`src/rtl/bmr_pkg.sv`:
```
package bmr_pkg;
  localparam int DEF_THREADS = 4;
  localparam int DEF_PC_W    = 32;
  localparam int DEF_DEPTH_W = 4;

  function automatic logic is_fixup(input logic v, input logic d,
                                    input logic m, input logic p);
    return v & d & m & p;
  endfunction
endpackage

```
`src/rtl/bmr_depth_bank.sv`:
```
module bmr_depth_bank #(
  parameter int NT = 4,
  parameter int DW = 4,
  localparam int TW = (NT > 1) ? $clog2(NT) : 1
) (
  input  logic          clk,
  input  logic          rst,
  input  logic          enter,
  input  logic [TW-1:0] enter_tid,
  input  logic          fire,
  input  logic [TW-1:0] fire_tid,
  output logic          legal,
  output logic          last_level
);
  localparam logic [DW-1:0] DMAX = {DW{1'b1}};

  logic [DW-1:0] depth [NT];
  logic [DW-1:0] sel_depth;
  logic          sel_inc;

  always_comb begin
    sel_depth = depth[fire_tid];
    sel_inc   = enter && (enter_tid == fire_tid) && (sel_depth != DMAX);
    legal      = sel_inc || (sel_depth != '0);
    last_level = sel_inc ? (sel_depth == '0) : (sel_depth == DW'(1));
  end

  genvar t;
  generate
    for (t = 0; t < NT; t++) begin : g_thr
      logic inc, dec;
      always_comb begin
        inc = enter && (enter_tid == TW'(t)) && (depth[t] != DMAX);
        dec = fire && legal && (fire_tid == TW'(t));
      end
      always_ff @(posedge clk) begin
        if (rst)              depth[t] <= '0;
        else if (inc && !dec) depth[t] <= depth[t] + DW'(1);
        else if (dec && !inc) depth[t] <= depth[t] - DW'(1);
      end
    end
  endgenerate
endmodule

```
`src/rtl/bmr_out_reg.sv`:
```
module bmr_out_reg #(
  parameter int NT   = 4,
  parameter int PC_W = 32,
  localparam int TW = (NT > 1) ? $clog2(NT) : 1
) (
  input  logic            clk,
  input  logic            rst,
  input  logic            fire,
  input  logic            legal,
  input  logic            last_level,
  input  logic [TW-1:0]   tid,
  input  logic [PC_W-1:0] target,
  output logic            squash_o,
  output logic [TW-1:0]   squash_tid_o,
  output logic [PC_W-1:0] redirect_pc_o,
  output logic            spec_reset_o,
  output logic [NT-1:0]   fetch_stall_o,
  output logic            depth_err_o
);
  logic take;
  assign take = fire && legal;

  always_ff @(posedge clk) begin
    if (rst) begin
      squash_o      <= 1'b0;
      squash_tid_o  <= '0;
      redirect_pc_o <= '0;
      spec_reset_o  <= 1'b0;
      fetch_stall_o <= '0;
      depth_err_o   <= 1'b0;
    end else begin
      squash_o      <= take;
      spec_reset_o  <= take && last_level;
      depth_err_o   <= fire && !legal;
      fetch_stall_o <= take ? (NT'(1) << tid) : '0;
      if (take) begin
        squash_tid_o  <= tid;
        redirect_pc_o <= target;
      end
    end
  end
endmodule

```
`src/rtl/branch_miss_redirect.sv`:
```
module branch_miss_redirect #(
  parameter int NUM_THREADS = bmr_pkg::DEF_THREADS,
  parameter int PC_W        = bmr_pkg::DEF_PC_W,
  parameter int DEPTH_W     = bmr_pkg::DEF_DEPTH_W,
  localparam int TID_W = (NUM_THREADS > 1) ? $clog2(NUM_THREADS) : 1
) (
  input  logic                   clk,
  input  logic                   rst,
  input  logic                   dec_valid,
  input  logic [TID_W-1:0]       dec_tid,
  input  logic                   dec_direct,
  input  logic                   dec_miss,
  input  logic                   dec_pending,
  input  logic [PC_W-1:0]        dec_target,
  input  logic                   spec_enter,
  input  logic [TID_W-1:0]       spec_enter_tid,
  output logic                   squash_o,
  output logic [TID_W-1:0]       squash_tid_o,
  output logic [PC_W-1:0]        redirect_pc_o,
  output logic                   spec_reset_o,
  output logic [NUM_THREADS-1:0] fetch_stall_o,
  output logic                   depth_err_o
);
  logic fire, legal, last_level;

  assign fire = bmr_pkg::is_fixup(dec_valid, dec_direct, dec_miss, dec_pending);

  bmr_depth_bank #(.NT(NUM_THREADS), .DW(DEPTH_W)) u_depth (
    .clk(clk), .rst(rst),
    .enter(spec_enter), .enter_tid(spec_enter_tid),
    .fire(fire), .fire_tid(dec_tid),
    .legal(legal), .last_level(last_level)
  );

  bmr_out_reg #(.NT(NUM_THREADS), .PC_W(PC_W)) u_out (
    .clk(clk), .rst(rst),
    .fire(fire), .legal(legal), .last_level(last_level),
    .tid(dec_tid), .target(dec_target),
    .squash_o(squash_o), .squash_tid_o(squash_tid_o),
    .redirect_pc_o(redirect_pc_o), .spec_reset_o(spec_reset_o),
    .fetch_stall_o(fetch_stall_o), .depth_err_o(depth_err_o)
  );
endmodule

```
`config.mk`:
```
export PLATFORM = sky130hd
export DESIGN_NAME = branch_miss_redirect
export DESIGN_NICKNAME = d
export VERILOG_FILES = /design/src/rtl/bmr_pkg.sv /design/src/rtl/bmr_depth_bank.sv /design/src/rtl/bmr_out_reg.sv /design/src/rtl/branch_miss_redirect.sv
export SDC_FILE = /design/constraint.sdc
export NUM_CORES = 1
export LEC_CHECK = 0
export BUFFER_PORTS_ARGS = -buffer_cell sky130_fd_sc_hd__buf_2
export CAP_MARGIN = 20
export CELL_PAD_IN_SITES_DETAIL_PLACEMENT = 1
export CELL_PAD_IN_SITES_GLOBAL_PLACEMENT = 1
export CORE_MARGIN = 1.5
export CORE_UTILIZATION = 25
export DETAILED_ROUTE_END_ITERATION = 7
export PLACE_DENSITY_LB_ADDON = 0.12
export SLEW_MARGIN = 20
export SYNTH_ARGS = -nofsm -noshare
export SYNTH_HDL_FRONTEND = slang
export SYNTH_SLANG_ARGS = --single-unit
```
`constraint.sdc`:
```
create_clock -name clk -period 4.05 [get_ports clk]
set_input_delay 0.405 -clock clk [delete_from_list [all_inputs] [get_ports clk]]
set_output_delay 0.405 -clock clk [all_outputs]
set_load 0.005 [all_outputs]
```
==> flow_summary.yaml, run 1 <==
run_status:
  outcome: "finished, final reports clean"
sta:
  fin_skew_ns: 0.00932
  hold_viol_final: 0
  fmaxAchievable_mhz: 332
  timing.hold.ws_ns: 0.291
  final.setup.tns_ns: 0
  maxSlewHeadroom_pct: 54.1
  fin_crit_ns: 3.01
  drv_slew: 0
  period_share_pct: 74.3
  worst_slew_pin_slew_ns: 0.682
  rsz0062_at_grt: "false"
  setup_violations: 0
floorplanning:
  coreArea_mm2: 0.0108
  num_io_pins: 84
  die_width_um: 108
  fp.dieH_um: 108
  row_count: 38
  dieArea_mm2: 0.0117
  initial_utilization_pct: 25.6
layout:
  fill_cells: 1340
  multiInputGateArea_mm2: 0.00134
  drive_gt1_share_pct: 28.0
  fin_nets: 447
  area_growth_pct: 27.0
  ff_latch_area_mm2: 0.00130
  final_util_pct: 32.5
  antenna_cells: 0
clocking:
  clockBufferDepth: 2
  cts_sinks: 57
  htreeDepth: 3
  cts_made_buffers: 9
  hold_buffers: 0
  cts_tree: "done"
  post-cts-setup-buffers: 0
  ctsResizeCount: 0
  clk_latency_ns: 0.34
  cts.clk_slew.worst_paths_ns: 0.07
  root_buffer: "clkbuf_8"
synthesis:
  synth_warnings: 0
  synth_edf_count: 16
  synth-async-reset-ratio_pct: 0
  ys_ff_latch: 57
  yosysSeqAreaShare_pct: 46.9
  syn-cell-area_mm2: 0.00278
  synth.distinct_cells: 40
  synthesis.nets: 366
  synth_top_flop_cell: "dfxtp_1"
  avgSynthCellArea_um2: 8.84
  netlist_instances: 314
global_routing:
  grt_usage_pct: 14.5
  grt_max_degree: 54
  grt_pass1_vias: 2694
  grt_pass1_wl_um: 13100
  antenna_found_initial: 0
  gr-total-overflow: 0
place:
  port_buffers: 83
  place.gp.congestion: 0.713
  dp.final_hpwl_um: 5590
drt:
  drtAntennaViolNets: 0
  wl_um: 7900
  viasPerCell: 4.80
  drt-initial-drc-count: 73
  wl_per_cell_um: 14.6
  vias: 2593
  firstDrtPassIters: 4
  drc: 0
min_path:
  hold_class: "input pin to flop"
power:
  p_total_mw: 1.34
  p_leak_nw: 1.44
  power.net_switching_uw: 337
  seqPwrFrac_pct: 46.7
  irDropWorstVdd_mv: 0.144
  p_int_mw: 1.01
  swShare_pct: 25.1
  power_density_mw_per_mm2: 381
  pwr-share-clk_pct: 43.2
  pwr-share-comb_pct: 10.0
setup_path:
  path_max_fanout: 5
  worstSetupStartpointType: "flop"
  cp_data_arrival_time_ns: 3.08
  worst_ep_required_time_ns: 4.12
  worstSetupEndpointType: "flop"
  criticalPathCategory: "flop to flop"
run:
  drv_cap: 0
[power by group through the flow]
stage               combinational [mW]  sequential (mW)  clock (mW)
detailed placement               0.137            0.642           0
finish                           0.135            0.629       0.581
global placement                 0.134            0.642           0
floorplan                       0.0862            0.636           0
CTS                              0.137            0.629       0.597
global route                     0.153            0.632       0.627
[final cells by class]
cell class | instances | share of cell area, %
Multi-Input combinational cell | 229 | 38.0
Timing Repair Buffer | 87 | 12.6
Tap cell | 140 | 4.97
Sequential cell | 57 | 36.9
Inverter | 11 | 1.17
Clock buffer | 16 | 6.28
[cells in the final DEF (no fill, tap or decap), types with 6 or more instances in the layout]
master    instances
buf_2            83
nand2_1          77
a21oi_1          45
dfxtp_1          41
edfxtp_1         16
clkbuf_8         14
nor2_1           13
inv_1            11
nor3_1            9
nand4_1           8
ha_1              8
nand3_1           6
[metrics by stage]
stage | cell area [µm²] | instances | setup WS [ns]
5_1_grt | 3530 | 540 | 0.893
4_1_cts | 3530 | 540 | 1.03
3_3_place_gp | 3300 | 524 | 0.946
3_5_place_dp | 3300 | 524 | 0.892
2_1_floorplan | 2780 | 314 | 1.01
6_report | 3530 | 540 | 1.04
[per-layer routing]
layer	vias up	wire [µm]	global-route usage [%]
met5	-	0	0
met4	0	97	5.36
met3	7	552	5.49
met2	65	3620	22.9
met1	1254	3630	17.8
li1	1267	-	-
[cell families (layout without fill, tap and decap cells)]
kind of cell             Yosys count  after routing  synth area share [%]
flip-flops                        57             57                  46.9
buffers and inverters             28            114                  4.82
XOR/XNOR                           6              6                  1.89
adder cells (fa/ha/maj)            9              9                  4.33
AND/OR/NAND/NOR                  141            141                  23.8
AO/OA/AOI/OAI                     72             72                  17.5
multiplexers                       1              1                 0.811
[worst max-delay path, stage by stage (launching register included)]
cell and delay, ns:
edfxtp_1 0.49, mux4_2 0.57, a31oi_4 0.19, o41ai_4 0.11, nand2_1 0.12, nor3_1 0.06
and2_1 0.18, ha_1 0.29, a21o_1 0.17, a21oi_1 0.16, xor2_1 0.21, nor2_1 0.06
nand2_1 0.07, a21oi_1 0.06
[path summary, 6_finish.rpt]
| kind | start | endpoint | slack [ns] | cells past startpoint |
|---|---|---|---|---|
| min | rst | u_out.fetch_stall_o[2] | 0.29 | 2 |
| min reg2reg | u_out.redirect_pc_o[0] | u_out.redirect_pc_o[0] | 0.45 | 2 |
| max reg2reg | u_depth.depth[0][0] | u_depth.depth[2][3] | 1.04 | 13 |
| max | u_depth.depth[0][0] | u_depth.depth[2][3] | 1.04 | 13 |
[cell usage after synthesis (2+ instances only)]
cell type | number | area share [%]
edfxtp_1 | 16 | 17
and3_1 | 3 | 0.68
nor2_1 | 13 | 1.8
o31ai_1 | 3 | 0.81
inv_1 | 11 | 1.5
nand2b_1 | 3 | 0.68
or3_1 | 4 | 0.90
nand2_1 | 77 | 10
o21ai_1 | 2 | 0.36
nor3b_1 | 2 | 0.54
and4_1 | 3 | 0.95
ha_1 | 8 | 3.6
a211oi_2 | 4 | 1.8
a21o_1 | 4 | 1.1
a21oi_1 | 45 | 8.1
a221oi_1 | 3 | 0.95
o21ai_0 | 4 | 0.72
a2bb2oi_1 | 3 | 0.95
xnor2_1 | 3 | 0.95
and2_1 | 3 | 0.68
nor3_1 | 9 | 1.6
dfxtp_1 | 41 | 30
xor2_1 | 3 | 0.95
nand4_1 | 8 | 1.8
nor4_1 | 5 | 1.1
nand3_1 | 6 | 1.1
buf_2 | 5 | 0.90
buf_4 | 4 | 1.1
clkbuf_1 | 7 | 0.95
nand4b_1 | 2 | 0.63
[flip-flops by register name, summed over array words and instances, names as in the netlist]
name                 flops
u_depth.depth           16
u_out.depth_err_o        1
u_out.fetch_stall_o      4
u_out.redirect_pc_o     32
u_out.spec_reset_o       1
u_out.squash_o           1
u_out.squash_tid_o       2
Power figures use the tool's default switching activity.
==> run 2: changes to the inputs <==
- clock period: 4.05 -> 2.55 ns (I/O delays scaled with it)
==> run 2 against run 1 <==
The flow now finishes with violations (setup timing). Non-clock buffer count up 43. Clock power is 64% higher. Total power increased by 66%. Critical path depth unchanged. Maximum frequency increased by 10%. Setup slack got worse by 1.2 ns. Critical path type unchanged. Largest power group unchanged.
==> flow_summary.yaml, run 2 (synthesized netlist as in run 1, its figures left out) <==
run_status:
  outcome: "finished, violations left"
  violations: "setup timing"
power:
  power_density_mw_per_mm2: 569
  p_total_mw: 2.23
  p_leak_nw: 1.67
  irDropWorstVdd_mv: 0.277
drt:
  drtAntennaViolNets: 0
  wl_um: 8640
  drc: 0
  viasPerCell: 4.66
  wl_per_cell_um: 14.8
  drt-initial-drc-count: 66
  firstDrtPassIters: 4
  vias: 2715
layout:
  layout_common_cells: "buf_2 (83), nand2_1 (75), buf_4 (46)"
  largest_reg_flops: 32
  drive_gt1_share_pct: 37.2
  ff_latch_area_mm2: 0.00130
  area_growth_pct: 41.4
  fill_cells: 1300
  finalNonFillerCells: 583
  fin_nets: 490
  top_regs: "u_out.redirect_pc_o: 32 flops, u_depth.depth: 16 flops, u_out.fetch_stall_o: 4 flops"
  multiInputGateArea_mm2: 0.00140
  final_area_mm2: 0.00393
  final_util_pct: 36.2
  final_common_cell: "buf_2"
  antenna_cells: 0
  regMostFlops: "u_out.redirect_pc_o"
sta:
  period_share_pct: 107
  hold_viol_final: 0
  setup_violations: 5
  fin_ws_ns: -0.174
  fin_skew_ns: 0.00923
  rsz0062_at_grt: "true"
  fin_crit_ns: 2.72
  worst_slew_pin_slew_ns: 0.628
  fmaxAchievable_mhz: 367
  drv_slew: 0
  timing.hold.ws_ns: 0.144
  final.setup.tns_ns: -0.262
  maxSlewHeadroom_pct: 58.1
setup_path:
  worstSetupEndpoint: "u_depth.depth[2][3]"
  reg2reg_from: "u_depth.depth[3][0]"
  worst_ep_required_time_ns: 2.61
  criticalPathCategory: "flop to flop"
  startpoint: "u_depth.depth[3][0]"
  r2r_cells: 13
  r2r_end: "u_depth.depth[2][3]"
  worstSetupStartpointType: "flop"
  r2r_slack_ns: -0.17
  path_max_fanout: 2
  worstSetupEndpointType: "flop"
  cp_data_arrival_time_ns: 2.79
global_routing:
  antenna_found_initial: 0
  grt_pass1_wl_um: 14300
  grt_usage_pct: 15.9
  grt_max_degree: 54
  grt_pass1_vias: 2879
  gr-total-overflow: 0
clocking:
  cts_tree: "done"
  hold_buffers: 0
  root_buffer: "clkbuf_8"
  cts_made_buffers: 9
  clockBufferDepth: 2
  cts_sinks: 57
  cts.clk_slew.worst_paths_ns: 0.07
  htreeDepth: 3
  clk_latency_ns: 0.34
place:
  dp.cells: 565
  dpl_cell_area_mm2: 0.00366
  dp.final_hpwl_um: 6080
  place.gp.congestion: 0.802
  place_ws_ns: -0.312
  port_buffers: 83
floorplanning:
  fp.dieH_um: 108
  initial_utilization_pct: 25.6
  coreArea_mm2: 0.0108
  num_io_pins: 84
  dieArea_mm2: 0.0117
  die_width_um: 108
  row_count: 38
run:
  drv_cap: 0
min_path:
  hold_start: "dec_target[19]"
  hold_class: "input pin to flop"
-- run 2: changes by cell type in the layout (fill, tap and decap cells not counted), sizes merged --
cell,before,now
inv,11,12
buf,87,130
clkinv,0,1
clkbuf,16,14
-- run 2: layout make-up --
type                            count  area share, %
Multi-Input combinational cell    229           35.6
Clock buffer                       14           5.51
Inverter                           11           1.05
Clock inverter                      2          0.287
Tap cell                          140           4.46
Timing Repair Buffer              130           19.9
Sequential cell                    57           33.2
-- run 2: critical path, stage by stage (launching register included) --
cell and delay, ns:
edfxtp_1 0.40, mux4_2 0.54, a31oi_4 0.19, o41ai_4 0.10
nand2_1 0.11, nor3_2 0.05, and2_4 0.15, ha_4 0.21
a21o_1 0.16, a21oi_2 0.13, xor2_1 0.21, nor2_1 0.06
nand2_1 0.07, a21oi_1 0.06
-- run 2: layer usage --
metal / global-route usage [%] / share of wire [%] / vias up
li1: - / - / 1355
met2: 25.0 / 45 / 61
met5: 0 / 0 / -
met1: 19.8 / 46 / 1286
met3: 4.94 / 5.8 / 13
met4: 7.80 / 2.4 / 0
-- run 2: report_power, final --
| part | switching (mW) | internal (mW) |
|---|---|---|
| registers | 0.0171 | 0.963 |
| clock network | 0.393 | 0.557 |
| logic | 0.161 | 0.140 |
-- run 2: what timing repair did --
item / 4_1_cts / 5_1_grt
buffers inserted: 5 / 0
pin swaps: 8 / 9
endpoints found under the setup margin: 5 / 13
resized for setup: 5 / 1
hold endpoints to repair: 0 / 0
-- run 2: worst min-delay path by stage --
| stage | end | slack, ns | cells past startpoint |
|---|---|---|---|
| floorplan | u_out.redirect_pc_o[0] | 0.39 | 2 |
| global placement | u_out.redirect_pc_o[22] | 0.44 | 2 |
| detailed placement | u_out.redirect_pc_o[14] | 0.45 | 2 |
| CTS | u_out.redirect_pc_o[19] | 0.13 | 3 |
| global route | u_out.redirect_pc_o[19] | 0.13 | 3 |
| finish | u_out.redirect_pc_o[19] | 0.14 | 3 |
==> run 3: changes to the inputs <==
- SKIP_LAST_GASP: default -> 1
==> run 3 against run 2 <==
The run still ends with setup timing left. Die area did not move. Critical endpoint unchanged. Largest cell class unchanged. Sequential cell count did not move. Maximum frequency did not move. Critical path type unchanged. Highest routed layer unchanged.
==> flow_summary.yaml, run 3 (synthesized netlist as in run 1, its figures left out) <==
place:
  dpl_cell_area_mm2: 0.00366
  dp.final_hpwl_um: 6080
  place_ws_ns: -0.312
  dp.cells: 565
  place.gp.congestion: 0.802
  port_buffers: 83
sta:
  setup_violations: 5
  fin_skew_ns: 0.00943
  drv_slew: 0
  worst_slew_pin_slew_ns: 0.635
  period_share_pct: 107
  fin_crit_ns: 2.72
  rsz0062_at_grt: "true"
  maxSlewHeadroom_pct: 57.7
  fin_ws_ns: -0.174
  fmaxAchievable_mhz: 367
  hold_viol_final: 0
drt:
  viasPerCell: 4.65
  vias: 2712
  firstDrtPassIters: 4
  wl_per_cell_um: 14.8
  drtAntennaViolNets: 0
  wl_um: 8630
  drc: 0
  drt-initial-drc-count: 81
layout:
  antenna_cells: 0
  final_area_mm2: 0.00393
  drive_gt1_share_pct: 37.5
  final_common_cell: "buf_2"
  largest_reg_flops: 32
  regMostFlops: "u_out.redirect_pc_o"
  top_regs: "u_out.redirect_pc_o: 32 flops, u_depth.depth: 16 flops, u_out.fetch_stall_o: 4 flops"
  layout_common_cells: "buf_2 (83), nand2_1 (75), buf_4 (46)"
  fin_nets: 490
  finalNonFillerCells: 583
  area_growth_pct: 41.6
floorplanning:
  coreArea_mm2: 0.0108
  die_width_um: 108
  initial_utilization_pct: 25.6
  num_io_pins: 84
  fp.dieH_um: 108
  dieArea_mm2: 0.0117
  row_count: 38
clocking:
  htreeDepth: 3
  clk_latency_ns: 0.34
  cts_made_buffers: 9
  root_buffer: "clkbuf_8"
  cts_tree: "done"
  hold_buffers: 0
  cts_sinks: 57
  cts.clk_slew.worst_paths_ns: 0.07
  clockBufferDepth: 2
setup_path:
  worstSetupStartpointType: "flop"
  worstPathCellList: "mux4_2 -> a31oi_4 -> o41ai_4 -> nand2_1 -> nor3_2 -> and2_4 -> ha_4 -> a21o_1 -> a21oi_2 -> xor2_1 -> nor2_1 -> nand2_1 -> a21oi_1"
  worst_ep_required_time_ns: 2.61
  cp_top_family: "compound AO/OA/AOI/OAI gates"
  cp_data_arrival_time_ns: 2.79
  crit_path_max_incr_delay_ns: 0.54
  worstSetupEndpointType: "flop"
  path_max_fanout: 2
  cpMostUsedCell: "nand2_1"
  criticalPathCategory: "flop to flop"
  critical_path.slowest_cell: "mux4_2"
  cp.buffers_inverters: 0
run_status:
  outcome: "finished, violations left"
  violations: "setup timing"
power:
  irDropWorstVdd_mv: 0.278
  p_leak_nw: 1.67
  power_density_mw_per_mm2: 568
min_path:
  hold_class: "input pin to flop"
run:
  drv_cap: 0
global_routing:
  grt_pass1_vias: 2887
  grt_max_degree: 54
  grt_usage_pct: 15.9
  gr-total-overflow: 0
  grt_pass1_wl_um: 14300
  antenna_found_initial: 0
run 3: cell counts in the layout (fill, tap and decap cells not counted):
Identical to the previous run, type by type.
run 3: path summary, 6_finish.rpt:
path | startpoint | endpoint | slack [ns] | cells after the start
setup / recovery | u_depth.depth[3][0] | u_depth.depth[2][3] | -0.17 | 13
hold / removal | dec_target[19] | u_out.redirect_pc_o[19] | 0.14 | 3
setup reg to reg | u_depth.depth[3][0] | u_depth.depth[2][3] | -0.17 | 13
hold reg to reg | u_out.redirect_pc_o[9] | u_out.redirect_pc_o[9] | 0.45 | 2
run 3: routing by layer:
layer | vias to the layer above | routed length (µm) | GRT usage (%)
li1 | 1356 | - | -
met1 | 1282 | 3990 | 19.8
met2 | 61 | 3920 | 25.0
met3 | 13 | 506 | 4.94
met4 | 0 | 209 | 7.80
met5 | - | 0 | 0
run 3: cell type report:
class                   instances  area (µm²)
multi-input cells             229        1400
clock inverters                 2        11.3
repair buffers                130         781
well taps                     140         175
fillers                      1303        6910
flip-flops and latches         57        1300
clock buffers                  14         216
inverters                      11        41.3
run 3: timing repair:
item | 4_1_cts | 5_1_grt
setup buffers | 5 | 0
endpoints found under the hold margin | 0 | 0
gates cloned | 0 | 0
endpoints found under the setup margin | 5 | 13
gates resized for setup | 2 | 4
pin swaps | 6 | 10
run 3: worst reg2reg max path, stage by stage, from the launching register on:
cell      delay, ns
edfxtp_1       0.40
mux4_2         0.54
a31oi_4        0.19
o41ai_4        0.10
nand2_1        0.11
nor3_2         0.05
and2_4         0.15
ha_4           0.21
a21o_1         0.16
a21oi_2        0.13
xor2_1         0.21
nor2_1         0.06
nand2_1        0.07
a21oi_1        0.06
run 3: power breakdown:
group / leakage [nW] / total [mW] / switching, mW / internal (mW)
logic: 1.06 / 0.302 / 0.161 / 0.141
registers: 0.499 / 0.980 / 0.0170 / 0.963
clock network: 0.118 / 0.951 / 0.394 / 0.557
total: 1.67 / 2.23 / 0.572 / 1.66
run 3: metrics by stage:
| stage | TNS, ns | hold slack [ns] | power, mW | utilization (%) |
|---|---|---|---|---|
| 2_1_floorplan | -0.257 | 0.391 | 1.15 | - |
| 3_3_place_gp | -0.640 | 0.439 | 1.29 | 33.7 |
| 3_5_place_dp | -0.896 | 0.446 | 1.30 | 33.7 |
| 4_1_cts | -0.760 | 0.129 | 2.27 | 36.3 |
| 5_1_grt | -1.02 | 0.125 | 2.35 | 36.3 |
| 6_report | -0.262 | 0.142 | 2.23 | 36.3 |
